**config.mk**
```make
export PLATFORM = sky130hd
export DESIGN_NAME = nibble_rtc
export DESIGN_NICKNAME = d
export VERILOG_FILES = /design/src/rtl/rtc_pkg.sv /design/src/rtl/rtc_ctrl.sv /design/src/rtl/rtc_scratch.sv /design/src/rtl/rtc_timekeeper.sv /design/src/rtl/nibble_rtc.sv
export SDC_FILE = /design/constraint.sdc
export NUM_CORES = 1
export LEC_CHECK = 0
export BUFFER_PORTS_ARGS = -buffer_cell sky130_fd_sc_hd__buf_2
export CAP_MARGIN = 15
export CELL_PAD_IN_SITES_DETAIL_PLACEMENT = 1
export CELL_PAD_IN_SITES_GLOBAL_PLACEMENT = 2
export CORE_ASPECT_RATIO = 0.6
export CORE_MARGIN = 2
export CORE_UTILIZATION = 44
export DETAILED_ROUTE_END_ITERATION = 7
export PLACE_DENSITY = 0.86
export SKIP_LAST_GASP = 1
export SYNTH_ARGS = -nofsm -noshare
export SYNTH_HDL_FRONTEND = slang
export SYNTH_SLANG_ARGS = --single-unit
```
**constraint.sdc**
```tcl
create_clock -name clk -period 18.3 [get_ports clk]
set_clock_uncertainty 0.1 [all_clocks]
set_input_delay 5.49 -clock clk [delete_from_list [all_inputs] [get_ports clk]]
set_output_delay 5.49 -clock clk [all_outputs]
set_load 0.05 [all_outputs]
```
**src/rtl/rtc_pkg.sv**
```systemverilog
package rtc_pkg;
  localparam int NIB_W  = 4;
  localparam int ADDR_W = 4;
  localparam int DIGITS = 13;

  typedef enum logic [1:0] {
    BANK_CLOCK = 2'b00,
    BANK_SETUP = 2'b01,
    BANK_RAM_A = 2'b10,
    BANK_RAM_B = 2'b11
  } bank_e;

  localparam logic [ADDR_W-1:0] A_CTRL   = 4'hD;
  localparam logic [ADDR_W-1:0] A_TEST   = 4'hE;
  localparam logic [ADDR_W-1:0] A_ACTION = 4'hF;
  localparam logic [ADDR_W-1:0] A_HSEL   = 4'hA;
  localparam logic [ADDR_W-1:0] A_LEAP   = 4'hB;
  localparam logic [ADDR_W-1:0] A_LASTLO = 4'hC;

  // digit positions in the time bank (ordering is decoded by software)
  localparam int D_SEC_U = 0;
  localparam int D_SEC_T = 1;
  localparam int D_MIN_U = 2;
  localparam int D_MIN_T = 3;
  localparam int D_HR_U  = 4;
  localparam int D_HR_T  = 5;
  localparam int D_WDAY  = 6;
  localparam int D_DAY_U = 7;
  localparam int D_DAY_T = 8;
  localparam int D_MON_U = 9;
  localparam int D_MON_T = 10;
  localparam int D_YR_U  = 11;
  localparam int D_YR_T  = 12;

  function automatic logic [7:0] bcd_val(input logic [3:0] t, input logic [3:0] u);
    return 8'(t) * 8'd10 + 8'(u);
  endfunction

  function automatic logic [3:0] tens_of(input logic [7:0] v);
    logic [7:0] q;
    q = v / 8'd10;
    return q[3:0];
  endfunction

  function automatic logic [3:0] units_of(input logic [7:0] v);
    logic [7:0] r;
    r = v % 8'd10;
    return r[3:0];
  endfunction

  function automatic logic [7:0] month_days(input logic [7:0] mo, input logic leap_now);
    case (mo)
      8'd2:                      return leap_now ? 8'd29 : 8'd28;
      8'd4, 8'd6, 8'd9, 8'd11:   return 8'd30;
      default:                   return 8'd31;
    endcase
  endfunction
endpackage

```
**src/rtl/rtc_ctrl.sv**
```systemverilog
module rtc_ctrl
  import rtc_pkg::*;
#(
  parameter int ALARM_LO = 2,
  parameter int ALARM_HI = 8
) (
  input  logic                               clk,
  input  logic                               rst_n,
  input  logic                               wr,
  input  logic [ADDR_W-1:0]                  addr,
  input  logic [NIB_W-1:0]                   wdata,
  output logic [NIB_W-1:0]                   ctrl,
  output logic                               hour24,
  output logic                               clr_frac,
  output logic [ALARM_HI-ALARM_LO:0][NIB_W-1:0] alarm
);
  localparam int ALARM_N = ALARM_HI - ALARM_LO + 1;

  logic [NIB_W-1:0]                ctrl_q, ctrl_d;
  logic                            h24_q, h24_d;
  logic [ALARM_N-1:0][NIB_W-1:0]   alm_q, alm_d;
  logic                            ctrl_we, act_we, in_setup;

  assign in_setup = (ctrl_q[1:0] == BANK_SETUP);
  assign ctrl_we  = wr && (addr == A_CTRL);
  assign act_we   = wr && (addr == A_ACTION);
  assign clr_frac = act_we && wdata[1];

  always_comb begin
    ctrl_d = ctrl_q;
    h24_d  = h24_q;
    alm_d  = alm_q;
    if (ctrl_we) ctrl_d = wdata;
    if (wr && in_setup && (addr == A_HSEL)) h24_d = wdata[0];
    for (int i = 0; i < ALARM_N; i++) begin
      if (wr && in_setup && (int'(addr) == ALARM_LO + i)) alm_d[i] = wdata;
    end
    if (act_we && wdata[0]) alm_d = '0;
  end

  always_ff @(posedge clk or negedge rst_n) begin
    if (!rst_n) begin
      ctrl_q <= 4'b1000;
      h24_q  <= 1'b1;
      alm_q  <= '0;
    end else begin
      ctrl_q <= ctrl_d;
      h24_q  <= h24_d;
      alm_q  <= alm_d;
    end
  end

  assign ctrl   = ctrl_q;
  assign hour24 = h24_q;
  assign alarm  = alm_q;

  assert_ctrl_write_R1: assert property (@(posedge clk) disable iff (!rst_n)
    ctrl_we |=> (ctrl_q == $past(wdata)));

  assert_alarm_clear_R9: assert property (@(posedge clk) disable iff (!rst_n)
    (act_we && wdata[0]) |=> (alm_q == '0));

  assert_alarm_clear_keeps_hsel_R9: assert property (@(posedge clk) disable iff (!rst_n)
    (act_we && wdata[0]) |=> $stable(h24_q));
endmodule

```
**src/rtl/rtc_scratch.sv**
```systemverilog
module rtc_scratch
  import rtc_pkg::*;
#(
  parameter int WORDS  = 13,
  parameter int BLOCKS = 2
) (
  input  logic                          clk,
  input  logic                          rst_n,
  input  logic                          wr,
  input  logic [$clog2(BLOCKS)-1:0]     blk,
  input  logic [ADDR_W-1:0]             addr,
  input  logic [NIB_W-1:0]              wdata,
  output logic [NIB_W-1:0]              rdata
);
  logic [BLOCKS-1:0][WORDS-1:0][NIB_W-1:0] mem_q, mem_d;

  for (genvar b = 0; b < BLOCKS; b++) begin : g_blk
    always_comb begin
      mem_d[b] = mem_q[b];
      for (int w = 0; w < WORDS; w++) begin
        if (wr && (int'(blk) == b) && (int'(addr) == w)) mem_d[b][w] = wdata;
      end
    end

    always_ff @(posedge clk or negedge rst_n) begin
      if (!rst_n) mem_q[b] <= '0;
      else        mem_q[b] <= mem_d[b];
    end

    assert_bank_isolation_R10: assert property (@(posedge clk) disable iff (!rst_n)
      (wr && (int'(blk) != b)) |=> $stable(mem_q[b]));
  end

  always_comb begin
    rdata = '0;
    for (int b = 0; b < BLOCKS; b++) begin
      for (int w = 0; w < WORDS; w++) begin
        if ((int'(blk) == b) && (int'(addr) == w)) rdata = mem_q[b][w];
      end
    end
  end
endmodule

```
**src/rtl/rtc_timekeeper.sv**
```systemverilog
module rtc_timekeeper
  import rtc_pkg::*;
#(
  parameter int YEAR_SPAN  = 100,
  parameter int LEAP_CYCLE = 4,
  parameter int LEAP_W     = 2
) (
  input  logic                          clk,
  input  logic                          rst_n,
  input  logic                          tick,
  input  logic                          timer_en,
  input  logic                          hour24,
  input  logic                          clr_frac,
  input  logic                          dig_we,
  input  logic [ADDR_W-1:0]             dig_addr,
  input  logic [NIB_W-1:0]              dig_data,
  input  logic                          leap_we,
  input  logic [LEAP_W-1:0]             leap_data,
  output logic [DIGITS-1:0][NIB_W-1:0]  digits,
  output logic [LEAP_W-1:0]             leap
);
  logic [DIGITS-1:0][NIB_W-1:0] dig_q, dig_d;
  logic [LEAP_W-1:0]            leap_q, leap_d;
  logic                         pend_q, pend_d;
  logic                         want, adv;

  logic [7:0] s, mi, h24v, h12v, d, mo, y, wd;
  logic [7:0] s_n, mi_n, h_n, d_n, mo_n, y_n, wd_n, dmax;
  logic       c_min, c_hr, c_day, c_mon, c_yr, pm, pm_n;
  logic [3:0] hr_t_n;

  // a held second survives until the timer runs again; a digit write defers it
  assign want   = tick || pend_q;
  assign adv    = timer_en && want && !dig_we && !clr_frac;
  assign pend_d = clr_frac ? 1'b0 : (want && !adv);

  always_comb begin
    s    = bcd_val(dig_q[D_SEC_T], dig_q[D_SEC_U]);
    mi   = bcd_val(dig_q[D_MIN_T], dig_q[D_MIN_U]);
    h24v = bcd_val({2'b00, dig_q[D_HR_T][1:0]}, dig_q[D_HR_U]);
    h12v = bcd_val({3'b000, dig_q[D_HR_T][0]}, dig_q[D_HR_U]);
    pm   = dig_q[D_HR_T][1];
    d    = bcd_val(dig_q[D_DAY_T], dig_q[D_DAY_U]);
    mo   = bcd_val(dig_q[D_MON_T], dig_q[D_MON_U]);
    y    = bcd_val(dig_q[D_YR_T], dig_q[D_YR_U]);
    wd   = 8'(dig_q[D_WDAY]);
    dmax = month_days(mo, leap_q == '0);

    c_min = (s >= 8'd59);
    s_n   = c_min ? 8'd0 : s + 8'd1;
    c_hr  = c_min && (mi >= 8'd59);
    mi_n  = (mi >= 8'd59) ? 8'd0 : mi + 8'd1;

    pm_n  = pm;
    if (hour24) begin
      c_day  = c_hr && (h24v >= 8'd23);
      h_n    = (h24v >= 8'd23) ? 8'd0 : h24v + 8'd1;
      hr_t_n = tens_of(h_n);
    end else begin
      if (h12v == 8'd11) begin
        h_n   = 8'd12;
        pm_n  = !pm;
        c_day = c_hr && pm;
      end else if (h12v >= 8'd12 || h12v == 8'd0) begin
        h_n   = 8'd1;
        c_day = 1'b0;
      end else begin
        h_n   = h12v + 8'd1;
        c_day = 1'b0;
      end
      hr_t_n = {2'b00, pm_n, (h_n >= 8'd10)};
    end

    c_mon = c_day && (d >= dmax);
    d_n   = (d >= dmax) ? 8'd1 : d + 8'd1;
    wd_n  = (wd >= 8'd6) ? 8'd0 : wd + 8'd1;
    c_yr  = c_mon && (mo >= 8'd12);
    mo_n  = (mo >= 8'd12) ? 8'd1 : mo + 8'd1;
    y_n   = (y >= 8'(YEAR_SPAN - 1)) ? 8'd0 : y + 8'd1;
  end

  always_comb begin
    dig_d  = dig_q;
    leap_d = leap_q;
    if (adv) begin
      dig_d[D_SEC_U] = units_of(s_n);
      dig_d[D_SEC_T] = tens_of(s_n);
      if (c_min) begin
        dig_d[D_MIN_U] = units_of(mi_n);
        dig_d[D_MIN_T] = tens_of(mi_n);
      end
      if (c_hr) begin
        dig_d[D_HR_U] = units_of(h_n);
        dig_d[D_HR_T] = hr_t_n;
      end
      if (c_day) begin
        dig_d[D_DAY_U] = units_of(d_n);
        dig_d[D_DAY_T] = tens_of(d_n);
        dig_d[D_WDAY]  = wd_n[3:0];
      end
      if (c_mon) begin
        dig_d[D_MON_U] = units_of(mo_n);
        dig_d[D_MON_T] = tens_of(mo_n);
      end
      if (c_yr) begin
        dig_d[D_YR_U] = units_of(y_n);
        dig_d[D_YR_T] = tens_of(y_n);
        leap_d = (leap_q == LEAP_W'(LEAP_CYCLE - 1)) ? '0 : leap_q + 1'b1;
      end
    end
    for (int w = 0; w < DIGITS; w++) begin
      if (dig_we && (int'(dig_addr) == w)) dig_d[w] = dig_data;
    end
    if (leap_we) leap_d = leap_data;
  end

  always_ff @(posedge clk or negedge rst_n) begin
    if (!rst_n) begin
      dig_q          <= '0;
      dig_q[D_DAY_U] <= 4'd1;
      dig_q[D_MON_U] <= 4'd1;
      leap_q         <= '0;
      pend_q         <= 1'b0;
    end else begin
      dig_q  <= dig_d;
      leap_q <= leap_d;
      pend_q <= pend_d;
    end
  end

  assign digits = dig_q;
  assign leap   = leap_q;

  assert_hold_freezes_R6: assert property (@(posedge clk) disable iff (!rst_n)
    (!timer_en && !dig_we) |=> $stable(dig_q));

  assert_held_second_kept_R6: assert property (@(posedge clk) disable iff (!rst_n)
    (!timer_en && tick && !clr_frac) |=> pend_q);

  assert_discard_held_R8: assert property (@(posedge clk) disable iff (!rst_n)
    clr_frac |=> (!pend_q && $stable(dig_q[D_SEC_U])));

  assert_sec_units_bcd_R3: assert property (@(posedge clk) disable iff (!rst_n)
    adv |=> (dig_q[D_SEC_U] <= 4'd9));

  assert_wday_range_R3: assert property (@(posedge clk) disable iff (!rst_n)
    (adv && c_day) |=> (dig_q[D_WDAY] <= 4'd6));
endmodule

```
**src/rtl/nibble_rtc.sv**
```systemverilog
module nibble_rtc
  import rtc_pkg::*;
#(
  parameter int RAM_WORDS  = 13,
  parameter int YEAR_SPAN  = 100,
  parameter int LEAP_CYCLE = 4,
  parameter int ALARM_LO   = 2,
  parameter int ALARM_HI   = 8
) (
  input  logic        clk,
  input  logic        rst_n,
  input  logic        tick_1hz,
  input  logic [3:0]  bus_addr,
  input  logic [3:0]  bus_wdata,
  input  logic        bus_wr,
  input  logic        bus_rd,
  output logic [3:0]  bus_rdata
);
  localparam int LEAP_W  = (LEAP_CYCLE > 1) ? $clog2(LEAP_CYCLE) : 1;
  localparam int ALARM_N = ALARM_HI - ALARM_LO + 1;

  logic [1:0]                      rsync_q;
  logic                            rst_i_n;
  logic [NIB_W-1:0]                ctrl;
  bank_e                           bank;
  logic                            hour24, clr_frac;
  logic [ALARM_N-1:0][NIB_W-1:0]   alarm;
  logic [DIGITS-1:0][NIB_W-1:0]    digits;
  logic [LEAP_W-1:0]               leap;
  logic [NIB_W-1:0]                ram_rdata, rd_val;
  logic                            lo_hit, wr_clock, wr_leap, wr_ram;

  always_ff @(posedge clk or negedge rst_n) begin
    if (!rst_n) rsync_q <= '0;
    else        rsync_q <= {rsync_q[0], 1'b1};
  end
  assign rst_i_n = rsync_q[1];

  assign bank     = bank_e'(ctrl[1:0]);
  assign lo_hit   = (bus_addr <= A_LASTLO);
  assign wr_clock = bus_wr && lo_hit && (bank == BANK_CLOCK);
  assign wr_leap  = bus_wr && (bank == BANK_SETUP) && (bus_addr == A_LEAP);
  assign wr_ram   = bus_wr && lo_hit && ctrl[1];

  rtc_ctrl #(.ALARM_LO(ALARM_LO), .ALARM_HI(ALARM_HI)) u_ctrl (
    .clk      (clk),
    .rst_n    (rst_i_n),
    .wr       (bus_wr),
    .addr     (bus_addr),
    .wdata    (bus_wdata),
    .ctrl     (ctrl),
    .hour24   (hour24),
    .clr_frac (clr_frac),
    .alarm    (alarm)
  );

  rtc_timekeeper #(.YEAR_SPAN(YEAR_SPAN), .LEAP_CYCLE(LEAP_CYCLE), .LEAP_W(LEAP_W)) u_time (
    .clk       (clk),
    .rst_n     (rst_i_n),
    .tick      (tick_1hz),
    .timer_en  (ctrl[3]),
    .hour24    (hour24),
    .clr_frac  (clr_frac),
    .dig_we    (wr_clock),
    .dig_addr  (bus_addr),
    .dig_data  (bus_wdata),
    .leap_we   (wr_leap),
    .leap_data (bus_wdata[LEAP_W-1:0]),
    .digits    (digits),
    .leap      (leap)
  );

  rtc_scratch #(.WORDS(RAM_WORDS), .BLOCKS(2)) u_ram (
    .clk   (clk),
    .rst_n (rst_i_n),
    .wr    (wr_ram),
    .blk   (ctrl[0]),
    .addr  (bus_addr),
    .wdata (bus_wdata),
    .rdata (ram_rdata)
  );

  always_comb begin
    rd_val = '0;
    if (bus_addr == A_CTRL) begin
      rd_val = ctrl;
    end else if (lo_hit) begin
      case (bank)
        BANK_CLOCK: begin
          for (int w = 0; w < DIGITS; w++) begin
            if (int'(bus_addr) == w) rd_val = digits[w];
          end
        end
        BANK_SETUP: begin
          if (bus_addr == A_HSEL)      rd_val = {3'b000, hour24};
          else if (bus_addr == A_LEAP) rd_val = NIB_W'(leap);
          else begin
            for (int i = 0; i < ALARM_N; i++) begin
              if (int'(bus_addr) == ALARM_LO + i) rd_val = alarm[i];
            end
          end
        end
        default: rd_val = ram_rdata;
      endcase
    end
  end

  assign bus_rdata = bus_rd ? rd_val : '0;
endmodule

```
Yosys cells after proc, flatten, opt, wreduce, memory -nomap -nowiden
Cells that the tools add are included.
- flip-flop bits (word level): 194
- input port bits: 13
- output and inout port bits: 4
- word-level logic and storage cells: 374
- add/sub/neg operators: 16
- multiply operators: 7
- div/mod/pow operators: 12
- $lt $le $gt $ge: 10
- equality and inequality tests: 24
- mux-type cells: 101
- bitwise gates (word level): 1
- reduce and logical (&&, ||, !) cells: 151
- operators by type and width (kind ; count):
    4-bit 2-to-1 mux ; 73
    8-bit 2-to-1 mux ; 14
    1-bit logical AND ; 93
    2-bit nonzero test ; 33
    8-bit by 1-bit adder with 8-bit output (second input constant) ; 7
    52-bit 2-to-1 mux ; 1
    8-bit by 4-bit divider with 8-bit output (second input constant) ; 6
    4-bit == test (second input constant) ; 12
    8-bit by 4-bit modulo with 8-bit output (second input constant) ; 6
    8-bit by 4-bit adder with 8-bit output ; 5
    4-bit by 3-bit multiplier with 7-bit output (second input constant) ; 5
    28-bit 2-to-1 mux ; 1
    8-bit by 4-bit == test with 1-bit output (second input constant) ; 3
    8-bit by 4-bit >= comparator with 1-bit output (second input constant) ; 3
    2-bit AND reduction ; 12
    8-bit by 3-bit == test with 1-bit output (second input constant) ; 2
    8-bit by 6-bit >= comparator with 1-bit output (second input constant) ; 2
    8-bit one-hot mux with 2 select lines ; 1
    4-bit by 3-bit == test with 1-bit output (second input constant) ; 3
    12-bit 2-to-1 mux ; 1
    8-bit by 2-bit == test with 1-bit output (second input constant) ; 1
    8-bit by 5-bit >= comparator with 1-bit output (second input constant) ; 1
    8-bit by 7-bit >= comparator with 1-bit output (second input constant) ; 1
    8-bit >= comparator ; 1
    23 further kinds ; 35

Depth between registers and ports, before layout
Gate-level depths: netlist of the first run.
- word-level depth: 32
- gate-level depth with buffers: 24
- depth with buffers taken out: 24

Modules after synthesis
From an unflattened synthesis of the first run, not the netlist that was laid out.
- cell total of the unflattened synthesis: 1678
- area, all modules: 15242.1 um2
- by module, submodules not included (module ; instances ; cells each ; area an instance (um2)):
    rtc_timekeeper ; 1 ; 876 ; 6917.9
    rtc_scratch ; 1 ; 438 ; 5212.5
    rtc_ctrl ; 1 ; 185 ; 1828.0
    nibble_rtc ; 1 ; 179 ; 1283.7

Least setup slack after synthesis of the first run
No wires, ideal clock.
- kind: input port to output port
- from: in bus_addr[1]
- to: out bus_rdata[1]
- arrival: 8.331 ns
- data required time: 12.710 ns
- slack: 4.379 ns
- stages: 11
- path buffers: 5
- cells stage by stage: clkbuf_1 > clkbuf_1 > clkbuf_1 > clkbuf_1 > nand3_1 > clkbuf_1 > a31oi_1 > a2111oi_0 > a311oi_1 > o21ai_0 > a21oi_1
- longest elaborated chain between the ends: 32
- elaborated cells on any way between the ends: 95
- classes of those cells: order compare: 1; eq/ne: 15; mux: 52; reduce/logical: 27
- RTL lines (element ; RTL line ; RTL):
    start: declaration ; nibble_rtc.sv:13 ; input logic [3:0] bus_addr,
    4-bit zero test ; rtc_scratch.sv:38, nibble_rtc.sv:91 ;
    1-bit logical AND ; rtc_scratch.sv:38 ; if ((int'(blk) == b) && (int'(addr) == w)) rdata = mem_q[b][w];
    4-bit 2-to-1 mux (26 in series) ; rtc_scratch.sv:38 ;
    4-bit one-hot mux with 2 select lines ; nibble_rtc.sv:88 ; case (bank)
    4-bit 2-to-1 mux ; nibble_rtc.sv:87 ; end else if (lo_hit) begin
    4-bit 2-to-1 mux (*) ; nibble_rtc.sv:85 ; if (bus_addr == A_CTRL) begin
    4-bit 2-to-1 mux (*) ; nibble_rtc.sv:108 ; assign bus_rdata = bus_rd ? rd_val : '0;
    end: declaration ; nibble_rtc.sv:17 ; output logic [3:0] bus_rdata
Mark *: on every way between the ends. The rest lies on a longest branch, timed or not.

Worst setup path in the final report of the first run
- from: in bus_addr[2]
- to: out bus_rdata[3]
The elaborated chain is that of the path after synthesis.

==> summary.txt, run 1 <==
Worst setup path
  – Worst reg-to-reg path cell count: 22
  – Critical Path RT: 12.71 ns
  – Worst flop-to-flop path startpoint: u_time.digits[43]
  – Critical Path Sink Type: output port
  – FF-to-FF setup slack: ~12 ns
  – Arr. time, crit path: between 9 and 10 ns
  – Crit path max fanout: 23
  – CP Class: input port to output port
  – Largest stage delay, worst path: roughly 0.63 ns
  – CP Launch Type: input port
  – CP Buf/Inv Count: 3
  – R2r endpoint: u_time.digits[30]
  – Cells along the critical path: buf_2 > clkinv_1 > nor2_1 > nand2_1 > o22ai_1 > nor2_1 > nand2_1 > a32oi_1 > a221o_1 > a211oi_1 > o21ai_0 > a32o_1 > buf_2
  – Slowest-stage cell, CP: clkinv_1
  – CP delay by family, top: buffers and inverters

Logic synthesis
  – Post-Synth Simple-Gate Area: around 16%
  – Post-synthesis cell area: approximately 14000 µm²
  – Seq/Total Area, Yosys: 34.29%
  – Post-synthesis compound-gate area fraction: between 20% and 30%
  – Mapped Cells: approximately 1600
  – Yosys cell types: 88
  – Syn nets: about 1700
  – Asr flop ratio synth: 100.0%
  – Adder-cell share of the synthesized area: 7.328%
  – Dominant synthesized flop cell: dfrtp_1
  – Largest family of logic cells by synthesized area: compound AO/OA/AOI/OAI gates
  – XOR/XNOR share of the synthesized area: under 10%
  – Synth Area per Inst: a little under 9 µm²
  – Mux cell area share after synthesis: approximately 13%
  – Post-synth EDFFs: 0
  – Yosys Warn Count: 0
  – Synthesized flop and latch total: approximately 190

Floorplanning
  – Die Wd: between 200 and 250 µm
  – Initial Util: a little under half
  – Die H: about 140 µm
  – CORE AREA: approximately 31000 µm²
  – # rows: 50
  – Boundary Pins: 17
  – Die area: 33710 µm²

Clock network
  – Hold Buf Count CTS: 0
  – # resized after CTS: 0
  – Cts bufs inserted: 17
  – Post-CTS Setup Bufs: 0
  – Worst-path clk slew: 0.07 ns
  – Root Driver: clkbuf_16
  – CTS tree: built
  – TritonCTS Sinks: ~190
  – Clk_lat worst skew: 0.48 ns
  – Clock buffer depth: 2
  – Htree depth: 4

Timing
  – Peak Freq: 0.06762 GHz
  – Min Tclk post-route: around 15 ns
  – Worst-Margin Slew: approximately 1.2 ns
  – Endpoints failing setup: 0
  – Slew Limit Fails: 0
  – Final hold violations: 0
  – Slew headroom: roughly 20%
  – Setup TNS: 0 ns
  – RSZ-0062 raised after global routing: false
  – Period utilization: approximately 81%

Placement
  – IO Port Bufs: 16
  – Final Wtd Congestion: 0.9584
  – Placed Cells incl. Taps: between 1500 and 2000
  – Hpwl dp: between 30000 and 40000 µm

Drt
  – Drt wl/cell: 25.68 µm
  – Antenna Nets Post-Route: 0
  – Total Wirelength: 51360 µm
  – Vias after detailed routing: approximately 13000
  – DRT iter0 DRCs: around 1400
  – Drt first pass iters: 5
  – Drc violations: 0
  – Via-to-Cell Ratio: around 6.6

Final layout
  – Non-Filler Instances: 2000
  – Share of post-route cells with drive strength above 1: ~14%
  – Fill cells: roughly 3600
  – Final core occ: ~48%
  – Area growth, synth to finish: 6.949%
  – Final-stage net count: about 1700

Power and ir drop
  – Power, Total: approximately 3000 µW
  – Leakage: 0.006568 µW
  – Peak VDD IR: between 0.1 and 0.15 mV
  – Cell Pwr Density: 197.4 nW/µm²

Flow run
  – Total of max-cap violations: 0

GRT
  – First-pass GRT wire length: a little over 80000 µm
  – Vias in the first global route: about 13000
  – Largest net degree at the start of global routing: 80
  – GR Util All Layers: a little under a third
  – Antenna violations before repair: 1
  – GRT Residual Overflow: 0

Status
  – Status: finished clean

Min path
  – Hold WC Path Type: flop to async pin
==> Yosys cell counts (21+ instances only) <==
master / number / area (µm²)
dfrtp_1: 190 / 4755
nor2_1: 174 / 653.1
nand2_1: 161 / 604.3
o21ai_0: 128 / 640.6
a21oi_1: 121 / 605.6
mux2_2: 118 / 1329
clkbuf_1: 75 / 281.5
ha_1: 63 / 788.3
nand3_1: 43 / 215.2
nor3_1: 38 / 190.2
inv_1: 37 / 138.9
a22oi_1: 35 / 262.8
xnor2_1: 31 / 271.5
mux2i_1: 22 / 220.2
a31oi_1: 21 / 131.4
==> worst max-delay path by stage <==
| stage | startpoint | end | slack [ns] | depth (start not counted) |
|---|---|---|---|---|
| 2_1_floorplan | bus_addr[1] | bus_rdata[1] | 4.38 | 11 |
| 3_3_place_gp | bus_addr[2] | bus_rdata[1] | 3.86 | 11 |
| 3_5_place_dp | bus_addr[2] | bus_rdata[3] | 3.71 | 13 |
| 4_1_cts | bus_addr[2] | bus_rdata[3] | 3.69 | 13 |
| 5_1_grt | bus_addr[2] | bus_rdata[3] | 3.33 | 13 |
| 6_report | bus_addr[2] | bus_rdata[3] | 3.51 | 13 |
==> layer usage <==
metal,track usage (%),share of wire (%)
met4,6.302,1.4
met2,41.59,39
met3,8.312,9.1
met1,49.47,51
met5,0,0.016
==> power by group <==
| part | internal, µW | switching, µW |
|---|---|---|
| Sequential | 518 | 137 |
| Combinational | 748 | 1200 |
| Clock | 208 | 185 |
==> logic make-up (layout without fill, tap and decap cells) <==
family,Yosys count,in the layout
AO/OA/AOI/OAI,494,494
XOR/XNOR,52,52
adder cells (fa/ha/maj),77,77
buffers and inverters,130,108
flip-flops,194,194
multiplexers,150,150
other,1,2
AND/OR/NAND/NOR,507,507
==> through the flow <==
| stage | setup slack (ns) | hold slack [ns] | area [µm²] |
|---|---|---|---|
| 2_1_floorplan | 4.379 | 0.2312 | 14170 |
| 4_1_cts | 3.689 | 0.2354 | 15150 |
| 6_report | 3.511 | 0.2086 | 15160 |
| 3_5_place_dp | 3.713 | 0.2271 | 14560 |
| 3_3_place_gp | 3.863 | 0.2134 | 14560 |
| 5_1_grt | 3.332 | 0.2499 | 15150 |
==> sequential cells by signal (all words and copies together), names as in the netlist <==
signal	cells
u_time.pend_q	1
u_ctrl.hour24	1
u_time.leap	2
u_ctrl.alarm	28
u_ctrl.ctrl	4
u_ram.mem_q	104
u_time.digits	52
rsync_q	2
==> layout make-up <==
cell class	count	area [µm²]	area share [%]
diodes	1	2.502	0.01651
inverters	41	153.9	1.015
multi-input cells	1281	8803	58.09
flip-flops and latches	194	4863	32.09
clock inverters	13	146.4	0.9659
clock buffers	19	442.9	2.922
well taps	416	520.5	3.434
repair buffers	35	222.7	1.469
==> placed cells by master, fill, tap and decap left out, drive strengths merged, types with 13 or more instances in the layout <==
cell	instances
dfrtp	190
nor2	174
nand2	162
o21ai	133
a21oi	124
mux2	118
ha	63
inv	46
nand3	44
nor3	40
a22oi	35
buf	35
xnor2	32
mux2i	22
a31oi	21
o22ai	21
xor2	20
clkbuf	19
a221o	18
a21o	16
and3	15
nand2b	13
a211oi	13
or3	13
Power figures use the tool's default switching activity.
==> run 2, diff against run 1 <==
--- a/config.mk
+++ b/config.mk
@@ -11,9 +11,9 @@
 export CELL_PAD_IN_SITES_GLOBAL_PLACEMENT = 2
 export CORE_ASPECT_RATIO = 0.6
 export CORE_MARGIN = 2
-export CORE_UTILIZATION = 44
+export CORE_UTILIZATION = 41
 export DETAILED_ROUTE_END_ITERATION = 7
-export PLACE_DENSITY = 0.86
+export PLACE_DENSITY = 0.81
 export SKIP_LAST_GASP = 1
 export SYNTH_ARGS = -nofsm -noshare
 export SYNTH_HDL_FRONTEND = slang
==> constraint.sdc (replaced) <==
create_clock -name clk -period 14.1 [get_ports clk]
set_clock_uncertainty 0.1 [all_clocks]
set_input_delay 4.23 -clock clk [delete_from_list [all_inputs] [get_ports clk]]
set_output_delay 4.23 -clock clk [all_outputs]
set_load 0.05 [all_outputs]
==> run 2 against run 1 <==
Effect of this change:
- global-route usage decreased by 1.3 points
- power increased by 30%
- flip-flop and latch count unchanged
- critical path type unchanged
- cell count increased by 2.3%
- via count decreased by 0.24%
- first-iteration DRC count increased by 0.37%
- register-to-register slack got worse by 4.2 ns
==> summary.txt, run 2 (synthesis results as in run 1) <==
Clock network
  – Htree depth: 4
  – Clock buffer depth: 2
  – TritonCTS Sinks: roughly 190
  – Post-CTS Setup Bufs: 0
  – Clk_lat worst skew: around 0.46 ns
  – # resized after CTS: 0
  – Root Driver: clkbuf_16
  – Cts bufs inserted: 17
  – CTS tree: built
  – Worst-path clk slew: ~0.070 ns
  – Hold Buf Count CTS: 0

Final layout
  – FF+latch area: 4863 µm²
  – Most flop-heavy register: u_ram.mem_q
  – Final instance area: 15220 µm²
  – Most frequent cells in the layout: 189 x dfrtp_1, 174 x nor2_1, 161 x nand2_1
  – Multi-input logic area: slightly below 9000 µm²
  – Fill cells: slightly below 4000
  – Final-stage net count: between 1500 and 2000
  – Most common cell after layout, fill and taps aside: dfrtp_1
  – Area growth, synth to finish: 7.417%
  – Max reg flops: roughly 100
  – Share of post-route cells with drive strength above 1: between 10% and 20%

Drt
  – Antenna Nets Post-Route: 0
  – Drt wl/cell: 26.10 µm
  – Drc violations: 0
  – Total Wirelength: between 50000 and 60000 µm
  – Vias after detailed routing: 13210
  – Drt first pass iters: 6
  – Via-to-Cell Ratio: 6.458
  – DRT iter0 DRCs: ~1400

Floorplanning
  – Die area: approximately 36000 µm²
  – Die H: 148.0 µm
  – Boundary Pins: 17
  – Initial Util: about two fifths
  – Die Wd: roughly 240 µm
  – # rows: 52
  – CORE AREA: 33900 µm²

Timing
  – Period utilization: 86.59%
  – Worst-Margin Slew: about 1.2 ns
  – Final WS setup: ~1.9 ns
  – Endpoints failing setup: 0
  – Setup TNS: 0 ns
  – Slew headroom: a little over a fifth
  – Min Tclk post-route: approximately 12 ns
  – Slew Limit Fails: 0
  – RSZ-0062 raised after global routing: false
  – Hold_ws: ~0.27 ns
  – Final hold violations: 0
  – Peak Freq: roughly 0.082 GHz

Worst setup path
  – CP delay by family, top: compound AO/OA/AOI/OAI gates
  – Slowest-stage cell, CP: clkinv_1
  – Critical Path Sink Type: output port
  – CP Launch Type: input port
  – Largest stage delay, worst path: 0.48 ns
  – Cells along the critical path: buf_2 > clkinv_1 > nand2_1 > nor2_1 > a22oi_1 > o22ai_1 > o21ai_0 > a32oi_1 > a221o_1 > a211oi_1 > o21ai_0 > a32o_1 > buf_2
  – Crit path max fanout: 24
  – CP Class: input port to output port
  – Arr. time, crit path: roughly 7.9 ns
  – CP Buf/Inv Count: 3
  – Critical Path RT: 9.77 ns

Flow run
  – Total of max-cap violations: 0

GRT
  – Antenna violations before repair: 1
  – Largest net degree at the start of global routing: 68
  – GR Util All Layers: 30.00%
  – First-pass GRT wire length: just over 80000 µm
  – Vias in the first global route: 12820
  – GRT Residual Overflow: 0

Min path
  – Hold WC Path Type: flop to flop

Power and ir drop
  – Peak VDD IR: approximately 0.12 mV
  – Cell Pwr Density: 254.7 nW/µm²
  – Leakage: 0.006561 µW

Placement
  – Final Wtd Congestion: approximately 0.96
  – Hpwl dp: between 40000 and 50000 µm
  – IO Port Bufs: 16
  – DP Area: ~15000 µm²
  – Setup Slack @ Placement: between 2 and 2.5 ns

Status
  – Status: finished clean
[run 2: area by class of cell]
cell class / instances / area share, %
multi-input cells: 1281 / 57.83
well taps: 459 / 3.773
repair buffers: 37 / 1.693
clock inverters: 13 / 0.7973
clock buffers: 19 / 2.910
inverters: 41 / 1.011
diodes: 2 / 0.03288
flip-flops and latches: 194 / 31.95
[run 2: layer usage]
layer	global-route usage [%]	routed length, µm	vias to the layer above
met1	49.64	27940	6747
met4	5.366	572	0
li1	-	-	5874
met3	10.49	5783	50
met2	35.74	19120	542
met5	0	0	-
[run 2: worst reg2reg max path, delay by kind of cell (launching register included)]
family / cells / cell delay [ns]
compound gates: 7 / 1.70
fa+ha+maj: 5 / 1.66
buf+inv: 2 / 0.24
flops: 1 / 0.54
simple gates: 9 / 1.78
[run 2: final timing paths]
check | from | endpoint | slack [ns] | cells after the start
max | bus_addr[0] | bus_rdata[3] | 1.89 | 13
min | rsync_q[0] | rsync_q[1] | 0.27 | 0
max reg2reg | u_time.digits[43] | u_time.digits[51] | 7.95 | 23
min reg2reg | rsync_q[0] | rsync_q[1] | 0.27 | 0
max in group asynchronous | rst_n | rsync_q[1] | 10.36 | 1
min in group asynchronous | rsync_q[1] | u_ram.mem_q[67] | 0.32 | 0
[run 2: report_power, final]
| part | switching, µW | internal, µW |
|---|---|---|
| combinational | 1550 | 986 |
| sequential | 190 | 672 |
| clock | 242 | 237 |
[run 2: through the flow]
stage                     std cells  power (µW)  utilization, %
after floorplan                1605        2674               -
after global placement         2011        3273           43.15
after detailed placement       2011        3346           43.15
after CTS                      2043        3842           44.81
after global routing           2044        4217           44.89
final                          2046        3877           44.91
==> run 3, diff against run 2 <==
--- a/config.mk
+++ b/config.mk
@@ -14,7 +14,6 @@
 export CORE_UTILIZATION = 41
 export DETAILED_ROUTE_END_ITERATION = 7
 export PLACE_DENSITY = 0.81
-export SKIP_LAST_GASP = 1
 export SYNTH_ARGS = -nofsm -noshare
 export SYNTH_HDL_FRONTEND = slang
 export SYNTH_SLANG_ARGS = --single-unit
==> constraint.sdc (replaced) <==
create_clock -name clk -period 14.1 [get_ports clk]
set_clock_uncertainty 0.1 [all_clocks]
set_input_delay 3.525 -clock clk [delete_from_list [all_inputs] [get_ports clk]]
set_output_delay 3.525 -clock clk [all_outputs]
set_load 0.05 [all_outputs]
==> run 3 against run 2 <==
Effect of this change:
- maximum frequency is 7.1% higher
- core utilization is essentially flat
- first-iteration DRC count rose by 12%
- critical path depth did not move
- global-route usage is 0.18 points lower
- hold slack gained 0.0039 ns
- critical path type unchanged
- non-clock buffer count shrank 1
- register-to-register slack got worse by 0.15 ns
- flip-flop and latch count stayed put
- clock power is 2% higher
- die area unchanged
==> summary.txt, run 3 (synthesis results as in run 1) <==
Status
  – Status: finished clean

Worst setup path
  – Crit path max fanout: 32
  – CP Launch Type: input port
  – Arr. time, crit path: a little under 8 ns
  – Critical Path Sink Type: output port
  – FF-to-FF setup slack: 7.80 ns
  – CP Class: input port to output port
  – Critical Path RT: 10.47 ns

Final layout
  – Max reg flops: about 100
  – Share of post-route cells with drive strength above 1: around 14%
  – Most frequent cells in the layout: 189 x dfrtp_1, 174 x nor2_1, 161 x nand2_1
  – Most common cell after layout, fill and taps aside: dfrtp_1
  – FF+latch area: 4863 µm²
  – Multi-input logic area: between 8000 and 9000 µm²
  – Final-stage net count: ~1700
  – Most flop-heavy register: u_ram.mem_q
  – Area growth, synth to finish: 7.426%
  – Fill cells: roughly 4000
  – N_diodes: 0
  – Final instance area: 15220 µm²
  – Non-Filler Instances: ~2000

GRT
  – GR Util All Layers: about 30%
  – GRT Residual Overflow: 0
  – Antenna violations before repair: 0
  – Largest net degree at the start of global routing: between 70 and 80
  – First-pass GRT wire length: ~82000 µm
  – Vias in the first global route: between 10000 and 15000

Drt
  – Vias after detailed routing: about 13000
  – Antenna Nets Post-Route: 0
  – Total Wirelength: ~53000 µm
  – Drt wl/cell: around 26 µm
  – DRT iter0 DRCs: around 1500
  – Drc violations: 0
  – Via-to-Cell Ratio: between 6 and 7
  – Drt first pass iters: 6

Power and ir drop
  – Peak VDD IR: ~0.14 mV
  – Cell Pwr Density: around 250 nW/µm²
  – Leakage: 0.006569 µW

Timing
  – Worst-Margin Slew: roughly 1.1 ns
  – Endpoints failing setup: 0
  – Period utilization: about four fifths
  – RSZ-0062 raised after global routing: false
  – Min Tclk post-route: approximately 11 ns
  – Final WS setup: about 2.7 ns
  – Final hold violations: 0
  – Slew headroom: a little under a quarter
  – Peak Freq: slightly below 0.09 GHz
  – Setup TNS: 0 ns
  – Slew Limit Fails: 0

Clock network
  – Root Driver: clkbuf_16
  – Cts bufs inserted: 17
  – Htree depth: 4
  – Worst-path clk slew: about 0.080 ns
  – Clock buffer depth: 2
  – CTS tree: built
  – Hold Buf Count CTS: 0
  – TritonCTS Sinks: approximately 190
  – Clk_lat worst skew: roughly 0.46 ns
  – Post-CTS Setup Bufs: 0
  – # resized after CTS: 0

Placement
  – Placed Cells incl. Taps: roughly 2000
  – DP Area: roughly 15000 µm²
  – IO Port Bufs: 16
  – Hpwl dp: 39750 µm
  – Setup Slack @ Placement: 3.012 ns
  – Final Wtd Congestion: approximately 0.96

Min path
  – Hold WC Path Type: flop to flop

Floorplanning
  – CORE AREA: ~34000 µm²
  – Boundary Pins: 17
  – Die Wd: about 240 µm
  – Die H: 148.0 µm
  – Die area: around 36000 µm²
  – Initial Util: 41.81%
  – # rows: 52

Flow run
  – Total of max-cap violations: 0
-- run 3: stage by stage --
stage               hold WS (ns)  utilization [%]  total power, µW
floorplan                 0.2312                -             2674
global placement          0.2436            43.12             3262
detailed placement        0.2496            43.12             3333
CTS                       0.2784            44.83             3832
global route              0.2807            44.91             4201
finish                    0.2716            44.91             3868
-- run 3: metal layers --
layer	wire length, µm	vias to the layer above	GRT usage, %
met5	0	-	0
met4	410	0	4.512
met3	5857	37	9.622
met2	19850	549	37.78
met1	26960	6778	48.32
li1	-	5875	-
-- run 3: worst paths after layout --
path | startpoint | endpoint | cells past startpoint
max | bus_addr[0] | bus_rdata[2] | 13
min | rsync_q[0] | rsync_q[1] | 0
max reg2reg | u_time.digits[41] | u_time.digits[30] | 21
min reg2reg | rsync_q[0] | rsync_q[1] | 0
max in group asynchronous | rst_n | rsync_q[1] | 1
min in group asynchronous | rsync_q[1] | u_ram.mem_q[67] | 0
-- run 3: power by group --
part           internal [µW]  switching, µW  leakage, µW  total (µW)
logic                    980           1540      0.00372        2520
clock network            241            249     0.000283         490
registers                672            188      0.00256         860
total                   1890           1970      0.00657        3870
-- run 3: layout make-up --
| type | count | area share [%] |
|---|---|---|
| multi-input combinational | 1281 | 57.83 |
| sequential | 194 | 31.95 |
| clock buffer | 19 | 2.910 |
| timing repair buffer | 36 | 1.644 |
| inverter | 41 | 1.011 |
| tap | 459 | 3.772 |
| clock inverter | 13 | 0.8876 |
-- run 3: worst max-delay path: stages --
cell	delay, ns
buf_2	0.61
clkinv_1	0.51
nor2_1	0.73
a21oi_1	0.15
nor2_1	0.11
a21oi_1	0.05
a2111oi_0	0.86
o32ai_1	0.18
o21ai_0	0.20
a21oi_1	0.15
o211ai_1	0.22
a32o_1	0.18
buf_2	0.27
